### config.mk
export PLATFORM = sky130hd
export DESIGN_NAME = cal_core
export DESIGN_NICKNAME = d
export VERILOG_FILES = /design/src/rtl/cal_pkg.sv /design/src/rtl/cal_field_ctr.sv /design/src/rtl/cal_hour_ctr.sv /design/src/rtl/cal_month_len.sv /design/src/rtl/cal_core.sv
export SDC_FILE = /design/constraint.sdc
export NUM_CORES = 1
export LEC_CHECK = 0
export ABC_AREA = 1
export ABC_CLOCK_PERIOD_IN_PS = 6400
export CAP_MARGIN = 20
export CORE_MARGIN = 1
export CORE_UTILIZATION = 45
export DETAILED_ROUTE_END_ITERATION = 10
export SLEW_MARGIN = 20
export SYNTH_ARGS = -nofsm -noshare
export SYNTH_HDL_FRONTEND = slang
export SYNTH_SLANG_ARGS = --single-unit
### constraint.sdc
create_clock -name clk -period 6.4 [get_ports clk]
set_clock_uncertainty 0.1 [all_clocks]
set_input_delay 1.6 -clock clk [delete_from_list [all_inputs] [get_ports clk]]
set_output_delay 1.6 -clock clk [all_outputs]
set_load 0.02 [all_outputs]
### src/rtl/cal_pkg.sv
package cal_pkg;

   // Byte value to number, binary or two BCD digits
   function automatic logic [6:0] enc_to_num(input logic [7:0] v, input logic bin);
      if (bin) return v[6:0];
      return 7'(32'(v[7:4]) * 10 + 32'(v[3:0]));
   endfunction

   // Number (0..99) to byte value in the selected encoding
   function automatic logic [7:0] num_to_enc(input logic [6:0] n, input logic bin);
      if (bin) return {1'b0, n};
      return {4'(n / 7'd10), 4'(n % 7'd10)};
   endfunction

endpackage

### src/rtl/cal_field_ctr.sv
module cal_field_ctr
   import cal_pkg::*;
(
   input  logic [7:0] cur,
   input  logic       bin,
   input  logic [6:0] lo,
   input  logic [6:0] hi,
   output logic [7:0] nxt,
   output logic       at_top
);
   logic [6:0] num;

   always_comb begin
      num    = enc_to_num(cur, bin);
      at_top = (num >= hi);
      nxt    = at_top ? num_to_enc(lo, bin) : num_to_enc(7'(num + 7'd1), bin);
   end
endmodule

### src/rtl/cal_hour_ctr.sv
module cal_hour_ctr
   import cal_pkg::*;
(
   input  logic [7:0] cur,
   input  logic       bin,
   input  logic       h12,
   output logic [7:0] nxt,
   output logic       day_carry
);
   logic       pm;
   logic [6:0] n;
   logic [7:0] e12, e1, einc;

   always_comb begin
      pm   = cur[7];
      n    = h12 ? enc_to_num({1'b0, cur[6:0]}, bin) : enc_to_num(cur, bin);
      e12  = num_to_enc(7'd12, bin);
      e1   = num_to_enc(7'd1, bin);
      einc = num_to_enc(7'(n + 7'd1), bin);
      if (h12) begin
         if (n == 7'd11) begin
            nxt       = {~pm, e12[6:0]};
            day_carry = pm;
         end else if (n >= 7'd12) begin
            nxt       = {pm, e1[6:0]};
            day_carry = 1'b0;
         end else begin
            nxt       = {pm, einc[6:0]};
            day_carry = 1'b0;
         end
      end else begin
         day_carry = (n >= 7'd23);
         nxt       = day_carry ? num_to_enc(7'd0, bin) : einc;
      end
   end
endmodule

### src/rtl/cal_month_len.sv
module cal_month_len
   import cal_pkg::*;
(
   input  logic [7:0] month,
   input  logic [7:0] year,
   input  logic       bin,
   output logic [6:0] last_day
);
   logic [6:0] m, y;

   always_comb begin
      m = enc_to_num(month, bin);
      y = enc_to_num(year, bin);
      case (m)
         7'd2:                    last_day = (y[1:0] == 2'b00) ? 7'd29 : 7'd28;
         7'd4, 7'd6, 7'd9, 7'd11: last_day = 7'd30;
         default:                 last_day = 7'd31;
      endcase
   end
endmodule

### src/rtl/cal_core.sv
module cal_core
   import cal_pkg::*;
#(
   parameter int ADDR_W    = 6,
   parameter int DATA_W    = 8,
   parameter int STAT_ADDR = 10,
   parameter int CENT_ADDR = 50
) (
   input  logic              clk,
   input  logic              rst_n,
   input  logic              tick_1hz,
   input  logic              bin_mode,
   input  logic              h12_mode,
   input  logic              wr_en,
   input  logic [ADDR_W-1:0] addr,
   input  logic [DATA_W-1:0] wdata,
   output logic [DATA_W-1:0] rdata,
   output logic              alarm_o
);
   // Field slots: 0 sec, 1 min, 2 day of week, 3 date, 4 month, 5 year, 6 century
   localparam int NF = 7;
   localparam int F_SEC = 0, F_MIN = 1, F_DOW = 2, F_DATE = 3, F_MON = 4, F_YR = 5, F_CENT = 6;
   localparam int FLD_ADDR [NF] = '{0, 2, 6, 7, 8, 9, CENT_ADDR};
   localparam logic [7:0] RST_VAL [NF] = '{8'h00, 8'h00, 8'h01, 8'h01, 8'h01, 8'h00, 8'h00};
   localparam int A_HR = 4, A_ALS = 1, A_ALM = 3, A_ALH = 5;

   if (DATA_W != 8) begin : g_bad_width
      $error("cal_core: DATA_W must be 8");
   end
   if (CENT_ADDR >= (1 << ADDR_W) || STAT_ADDR >= (1 << ADDR_W)) begin : g_bad_addr
      $error("cal_core: address parameter outside ADDR_W range");
   end
   if (CENT_ADDR <= 9 || STAT_ADDR <= 9 || CENT_ADDR == STAT_ADDR) begin : g_bad_map
      $error("cal_core: status/century addresses collide with time fields");
   end

   logic [7:0] fld_q [NF];
   logic [7:0] fld_d [NF];
   logic [7:0] fld_nxt [NF];
   logic       fld_top [NF];
   logic       fld_adv [NF];
   logic       fld_wr  [NF];
   logic [6:0] lo_v [NF];
   logic [6:0] hi_v [NF];
   logic [6:0] mlen;
   logic [7:0] hr_q, hr_d, hr_nxt;
   logic       hr_carry, hr_adv, day_adv, hr_wr;
   logic [7:0] al_s, al_m, al_h;
   logic       upd_q;

   cal_month_len u_mlen (
      .month(fld_q[F_MON]), .year(fld_q[F_YR]), .bin(bin_mode), .last_day(mlen)
   );

   cal_hour_ctr u_hour (
      .cur(hr_q), .bin(bin_mode), .h12(h12_mode), .nxt(hr_nxt), .day_carry(hr_carry)
   );

   always_comb begin
      lo_v = '{7'd0, 7'd0, 7'd1, 7'd1, 7'd1, 7'd0, 7'd0};
      hi_v = '{7'd59, 7'd59, 7'd7, mlen, 7'd12, 7'd99, 7'd99};
   end

   for (genvar i = 0; i < NF; i++) begin : g_fld
      cal_field_ctr u_ctr (
         .cur(fld_q[i]), .bin(bin_mode), .lo(lo_v[i]), .hi(hi_v[i]),
         .nxt(fld_nxt[i]), .at_top(fld_top[i])
      );
      assign fld_wr[i] = wr_en && (addr == ADDR_W'(FLD_ADDR[i]));
      assign fld_d[i]  = fld_wr[i] ? wdata : (fld_adv[i] ? fld_nxt[i] : fld_q[i]);
   end

   // Carry chain, from seconds up to century
   always_comb begin
      fld_adv[F_SEC]  = upd_q;
      fld_adv[F_MIN]  = upd_q && fld_top[F_SEC];
      hr_adv          = fld_adv[F_MIN] && fld_top[F_MIN];
      day_adv         = hr_adv && hr_carry;
      fld_adv[F_DOW]  = day_adv;
      fld_adv[F_DATE] = day_adv;
      fld_adv[F_MON]  = day_adv && fld_top[F_DATE];
      fld_adv[F_YR]   = fld_adv[F_MON] && fld_top[F_MON];
      fld_adv[F_CENT] = fld_adv[F_YR] && fld_top[F_YR];
   end

   assign hr_wr = wr_en && (addr == ADDR_W'(A_HR));
   assign hr_d  = hr_wr ? wdata : (hr_adv ? hr_nxt : hr_q);

   always_ff @(posedge clk) begin
      if (!rst_n) begin
         for (int i = 0; i < NF; i++) fld_q[i] <= RST_VAL[i];
         hr_q    <= '0;
         al_s    <= '0;
         al_m    <= '0;
         al_h    <= '0;
         upd_q   <= 1'b0;
         alarm_o <= 1'b0;
      end else begin
         for (int i = 0; i < NF; i++) fld_q[i] <= fld_d[i];
         hr_q  <= hr_d;
         upd_q <= tick_1hz;
         if (wr_en && addr == ADDR_W'(A_ALS)) al_s <= wdata;
         if (wr_en && addr == ADDR_W'(A_ALM)) al_m <= wdata;
         if (wr_en && addr == ADDR_W'(A_ALH)) al_h <= wdata;
         alarm_o <= upd_q && (fld_d[F_SEC] == al_s) && (fld_d[F_MIN] == al_m) && (hr_d == al_h);
      end
   end

   always_comb begin
      rdata = '0;
      for (int i = 0; i < NF; i++)
         if (addr == ADDR_W'(FLD_ADDR[i])) rdata = fld_q[i];
      if (addr == ADDR_W'(A_HR))      rdata = hr_q;
      if (addr == ADDR_W'(A_ALS))     rdata = al_s;
      if (addr == ADDR_W'(A_ALM))     rdata = al_m;
      if (addr == ADDR_W'(A_ALH))     rdata = al_h;
      if (addr == ADDR_W'(STAT_ADDR)) rdata = {upd_q, 7'd0};
   end

   // update flag only follows a sampled tick
   p_flag_follows_tick_r8: assert property (@(posedge clk) disable iff (!rst_n)
      upd_q |-> $past(tick_1hz));

   // alarm strobe only right after an update cycle
   p_alarm_after_update_r9: assert property (@(posedge clk) disable iff (!rst_n)
      alarm_o |-> $past(upd_q));

   // no tick, no write -> time stays put
   p_hold_between_ticks_r11: assert property (@(posedge clk) disable iff (!rst_n)
      (!upd_q && !wr_en) |=> ($stable(fld_q[F_SEC]) && $stable(fld_q[F_MIN]) &&
                              $stable(hr_q) && $stable(fld_q[F_DATE]) && $stable(fld_q[F_CENT])));

   // seconds below 59 step by exactly one on an update
   p_sec_step_r1: assert property (@(posedge clk) disable iff (!rst_n)
      (upd_q && !wr_en && enc_to_num(fld_q[F_SEC], bin_mode) < 7'd59) |=>
      ((bin_mode != $past(bin_mode)) ||
       (32'(enc_to_num(fld_q[F_SEC], bin_mode)) == 32'($past(enc_to_num(fld_q[F_SEC], bin_mode))) + 1)));
endmodule

==> summary by stage, run 1 <==
Timing
Summed over all failing endpoints, the final setup total negative slack is 0 ps. For this run, the top clock speed supported by timing is between 0.15 and 0.2 GHz. Of the available clock period, the critical path in the final layout requires 0.952. The number of hold violations in the final report is 0. Setup repair after global routing left no endpoint under its margin.

Setup slack closes at 310 ps. The minimum period implied by the final worst setup slack is 6090 ps. Setup violations remaining at the end of the flow were counted as 0. The number of pins exceeding their max-slew limit in the final report is 0. The transition at the pin with the smallest max-transition slack is 942 ps. The relative max-transition margin is 0.370.

Route
The final routed wire length divided by cell count is approximately 15 um. The routed via count is 12,000. In the routed design, unresolved DRC markers number 0. In the routed layout, each cell is associated on average with a via count of 5.29. The post-detailed-route count of antenna-violating nets is 0.

For this run, the detailed router's first-pass iteration total came to 5. The total detailed-routing wirelength is ~34,000 um. After the first detailed-routing iteration, the DRC count stood at 929.

Layout
After the last flow step, the layout net total stands at roughly 2,100. The share of final-layout standard cells stronger than drive strength 1 is 0.107. Measured on the finished design, the core utilization comes to 0.497. The area growth from synthesis to layout is 7.97%. The total inserted antenna cells is 0. The final cell count without fillers is ~2,300.

Synthesis
The post-synthesis instance area is 11,700 um^2. The post-synthesis sequential element count is 90. The cell count after synthesis came out at 1,928. The number of warnings reported in the yosys synthesis log is 0. Counting every net in the synthesized netlist gives 2,051.

The register area share after synthesis is 0.154. Averaged over all synthesized cells, the footprint is 6.05 um^2. The most instantiated flip-flop cell in the synthesis netlist is sky130_fd_sc_hd__dfxtp_1. The netlist uses 66 different library cells.

The number of enable-type register cells in the synthesized netlist is 0. After synthesis, the share of flip-flops with an asynchronous set or reset is 0.

Floorplanning
The number of top-level pins is 29. The number of core rows is 58. The initial utilization of the core area, before any placement, comes to 0.461. The floorplan step defined a die boundary enclosing 26,600 um^2. The die extent in y is 163 um.

The total core area is 25,300 um^2. Measured along the x axis, the die boundary spans around 160 um.

Pwr
The leakage dissipation is 6.16 nW. For this design the ratio of total power to cell area is 135 nW/um^2. IR analysis of the VDD net gives a maximum drop of 0.127 mV.

Placement
At the placement stage, the worst setup path has a slack of 193 ps. The routability congestion estimate is 0.909. The number of placed instances, taps included is 2,262. The detailed placement HPWL is 27,200 um. The count of buffers inserted at the top-level ports is 28.

Global routing
The initial antenna violation count was 0. The first global-routing pass estimated about 56,000 um of wire. The all-layer global routing usage is 0.264. The aggregate global routing overflow is 0. The largest net degree at the start of global routing is 65. The number of global-route vias before repair is between 10,000 and 15,000.

Setup path
The worst setup path is captured at an output pin. The worst-case reg-to-reg path depth is 27. The worst setup path is of the in2out kind. The startpoint type of the worst setup path is a primary input. Data arrives at the worst endpoint at 4390 ps.

The data required time at the worst endpoint is 4700 ps. The largest fanout on the critical path is 6.

Clocking
The TritonCTS clock tree is built. CTS built an H-tree with a depth of 3. In this run, CTS created clock tree buffers numbering 9. The hold buffer count at cts is 0. The CTS root buffer is sky130_fd_sc_hd__clkbuf_16. The number of buffers on the longest clock path is 2. The total clock sinks is 90. For the worst-skew pair, the clock arrives at the later sink with an insertion delay of 360 ps. The clock slew at the register clock pins of the worst setup and hold paths is 70 ps.

Min path
Along the worst hold path, the cell count comes to 2. The class of the tightest hold or removal check is reg2reg.

Job
The max-cap check violation count is 0.

Run status
The flow ran to the end, and the final reports show no timing, DRC or antenna violations.
==> through the flow <==
step,power [W],cell area [um^2],hold slack (ps)
global placement,0.00103,12200,424
finish,0.00170,12600,455
detailed placement,0.00104,12200,427
global route,0.00178,12600,464
floorplan,0.000936,11700,382
CTS,0.00170,12600,446
==> logic make-up after synthesis <==
group | Yosys count | synth area share
AOI/OAI and AO/OA | 331 | 0.172
xor gates and xnor gates | 45 | 0.0405
adders and majority gates | 103 | 0.121
buffers and inverters | 339 | 0.119
DFF | 90 | 0.154
and+or+nand+nor | 1020 | 0.394
==> where the power goes <==
| group | internal (W) | switching (W) |
|---|---|---|
| Combinational | 0.000146 | 0.000297 |
| Sequential | 0.000568 | 0.0000156 |
| Clock | 0.000432 | 0.000240 |
| Total | 0.00115 | 0.000552 |
==> metal layers <==
layer / track usage / vias up / share of wire
met5: 0 / - / 0
met4: 0.0726 / 0 / 0.023
met3: 0.0310 / 47 / 0.045
met2: 0.439 / 298 / 0.45
met1: 0.358 / 5445 / 0.48
li1: - / 6253 / -
==> placed cells by master, fill, tap and decap left out, types with 5 or more instances in the layout <==
| master | n |
|---|---|
| sky130_fd_sc_hd__or2_2 | 5 |
| sky130_fd_sc_hd__a21boi_0 | 5 |
| sky130_fd_sc_hd__o22ai_1 | 14 |
| sky130_fd_sc_hd__nor3_1 | 7 |
| sky130_fd_sc_hd__a21oi_1 | 123 |
| sky130_fd_sc_hd__a21oi_2 | 7 |
| sky130_fd_sc_hd__nand3_2 | 18 |
| sky130_fd_sc_hd__dfxtp_1 | 90 |
| sky130_fd_sc_hd__fa_1 | 16 |
| sky130_fd_sc_hd__o2111ai_1 | 9 |
| sky130_fd_sc_hd__nor2_1 | 151 |
| sky130_fd_sc_hd__nor2_2 | 18 |
| sky130_fd_sc_hd__inv_1 | 271 |
| sky130_fd_sc_hd__buf_4 | 18 |
| sky130_fd_sc_hd__nand3b_1 | 16 |
| sky130_fd_sc_hd__nand2_2 | 52 |
| sky130_fd_sc_hd__xnor2_1 | 14 |
| sky130_fd_sc_hd__clkbuf_16 | 9 |
| sky130_fd_sc_hd__ha_1 | 87 |
| sky130_fd_sc_hd__inv_2 | 21 |
| sky130_fd_sc_hd__nand4_1 | 18 |
| sky130_fd_sc_hd__nand3_1 | 160 |
| sky130_fd_sc_hd__o21ai_0 | 86 |
| sky130_fd_sc_hd__clkdlybuf4s50_1 | 26 |
| sky130_fd_sc_hd__o21ai_1 | 21 |
| sky130_fd_sc_hd__a31oi_1 | 11 |
| sky130_fd_sc_hd__nand2_1 | 550 |
| sky130_fd_sc_hd__clkinv_1 | 5 |
| sky130_fd_sc_hd__o211ai_1 | 6 |
| sky130_fd_sc_hd__xor2_1 | 22 |
| sky130_fd_sc_hd__o21ai_2 | 16 |
==> path summary, 6_finish.rpt <==
kind,endpoint,startpoint,slack (ps)
worst max-delay path,rdata[0],addr[5],310
worst min-delay path,fld_q[4][7],fld_q[4][7],450
worst min register to register,fld_q[4][7],fld_q[4][7],450
worst max register to register,fld_q[6][6],fld_q[4][5],1530
==> critical path, cell delays in order <==
cell	delay [ps]
sky130_fd_sc_hd__clkdlybuf4s50_1	420
sky130_fd_sc_hd__nor2_1	160
sky130_fd_sc_hd__and2_1	180
sky130_fd_sc_hd__inv_1	100
sky130_fd_sc_hd__nor2_1	260
sky130_fd_sc_hd__inv_1	160
sky130_fd_sc_hd__o221ai_1	160
sky130_fd_sc_hd__o21ai_0	140
sky130_fd_sc_hd__o2111ai_1	100
sky130_fd_sc_hd__o21ai_0	150
sky130_fd_sc_hd__o2111ai_1	130
sky130_fd_sc_hd__o21ai_0	150
sky130_fd_sc_hd__inv_1	70
sky130_fd_sc_hd__clkdlybuf4s50_1	590
==> sequential cells by signal, summed over array words and instances (netlist names) <==
register	flops
al_h	8
al_m	8
fld_q	56
alarm_o	1
hr_q	8
upd_q	1
al_s	8
==> cell usage after synthesis, types with 3 or more instances <==
cell | instances | share of area
sky130_fd_sc_hd__o221ai_1 | 3 | 0.0023
sky130_fd_sc_hd__nand3b_1 | 16 | 0.010
sky130_fd_sc_hd__o22ai_1 | 14 | 0.0075
sky130_fd_sc_hd__nand2_1 | 550 | 0.18
sky130_fd_sc_hd__a22oi_1 | 4 | 0.0026
sky130_fd_sc_hd__a21oi_2 | 7 | 0.0053
sky130_fd_sc_hd__dfxtp_1 | 90 | 0.15
sky130_fd_sc_hd__nand3_2 | 18 | 0.015
sky130_fd_sc_hd__or2_2 | 5 | 0.0027
sky130_fd_sc_hd__clkinv_1 | 5 | 0.0016
sky130_fd_sc_hd__and2_1 | 3 | 0.0016
sky130_fd_sc_hd__a221oi_1 | 3 | 0.0023
sky130_fd_sc_hd__o21ai_2 | 16 | 0.012
sky130_fd_sc_hd__a21oi_1 | 123 | 0.053
sky130_fd_sc_hd__o21a_1 | 4 | 0.0026
sky130_fd_sc_hd__xnor2_2 | 4 | 0.0056
sky130_fd_sc_hd__nor2_1 | 152 | 0.049
sky130_fd_sc_hd__xnor2_1 | 14 | 0.011
sky130_fd_sc_hd__fa_1 | 16 | 0.027
sky130_fd_sc_hd__clkbuf_1 | 22 | 0.0071
sky130_fd_sc_hd__nand4_1 | 18 | 0.0097
sky130_fd_sc_hd__buf_6 | 5 | 0.0048
sky130_fd_sc_hd__buf_2 | 6 | 0.0026
sky130_fd_sc_hd__xor2_2 | 4 | 0.0056
sky130_fd_sc_hd__inv_2 | 21 | 0.0068
sky130_fd_sc_hd__o21ai_0 | 86 | 0.037
sky130_fd_sc_hd__o21ai_1 | 21 | 0.0090
sky130_fd_sc_hd__nand2_2 | 52 | 0.028
sky130_fd_sc_hd__o21a_2 | 3 | 0.0023
sky130_fd_sc_hd__xor2_1 | 22 | 0.017
sky130_fd_sc_hd__o2111ai_1 | 9 | 0.0068
sky130_fd_sc_hd__nand3_1 | 160 | 0.069
sky130_fd_sc_hd__a31oi_1 | 11 | 0.0059
sky130_fd_sc_hd__ha_1 | 87 | 0.093
sky130_fd_sc_hd__inv_1 | 271 | 0.087
sky130_fd_sc_hd__nand2_4 | 4 | 0.0039
sky130_fd_sc_hd__o21ai_4 | 3 | 0.0042
sky130_fd_sc_hd__and3_1 | 3 | 0.0016
sky130_fd_sc_hd__nor3_1 | 7 | 0.0030
sky130_fd_sc_hd__a21boi_0 | 5 | 0.0032
sky130_fd_sc_hd__o211ai_1 | 6 | 0.0039
sky130_fd_sc_hd__nor2_2 | 17 | 0.0091
==> layout make-up <==
class                      count  area, um^2
fill                        2682       12700
multi-input combinational   1499        8480
sequential                    90        1800
inverter                     298        1120
tap                          330         413
timing repair buffer          45         408
clock buffer                  11         243
clock inverter                 5         125
==> what timing repair did <==
action	in CTS	in global routing
gates resized for setup	0	2
setup buffers	0	0
endpoints found under the setup margin	0	3
No activity file was read; power rests on OpenSTA's default activity.
==> run 2, diff against run 1 <==
Settings changed: CTS_CLUSTER_DIAMETER set to 200, CTS_CLUSTER_SIZE set to 25.
==> results of run 2 <==
No change in the layout: final DEF, timing and power equal those of run 1.
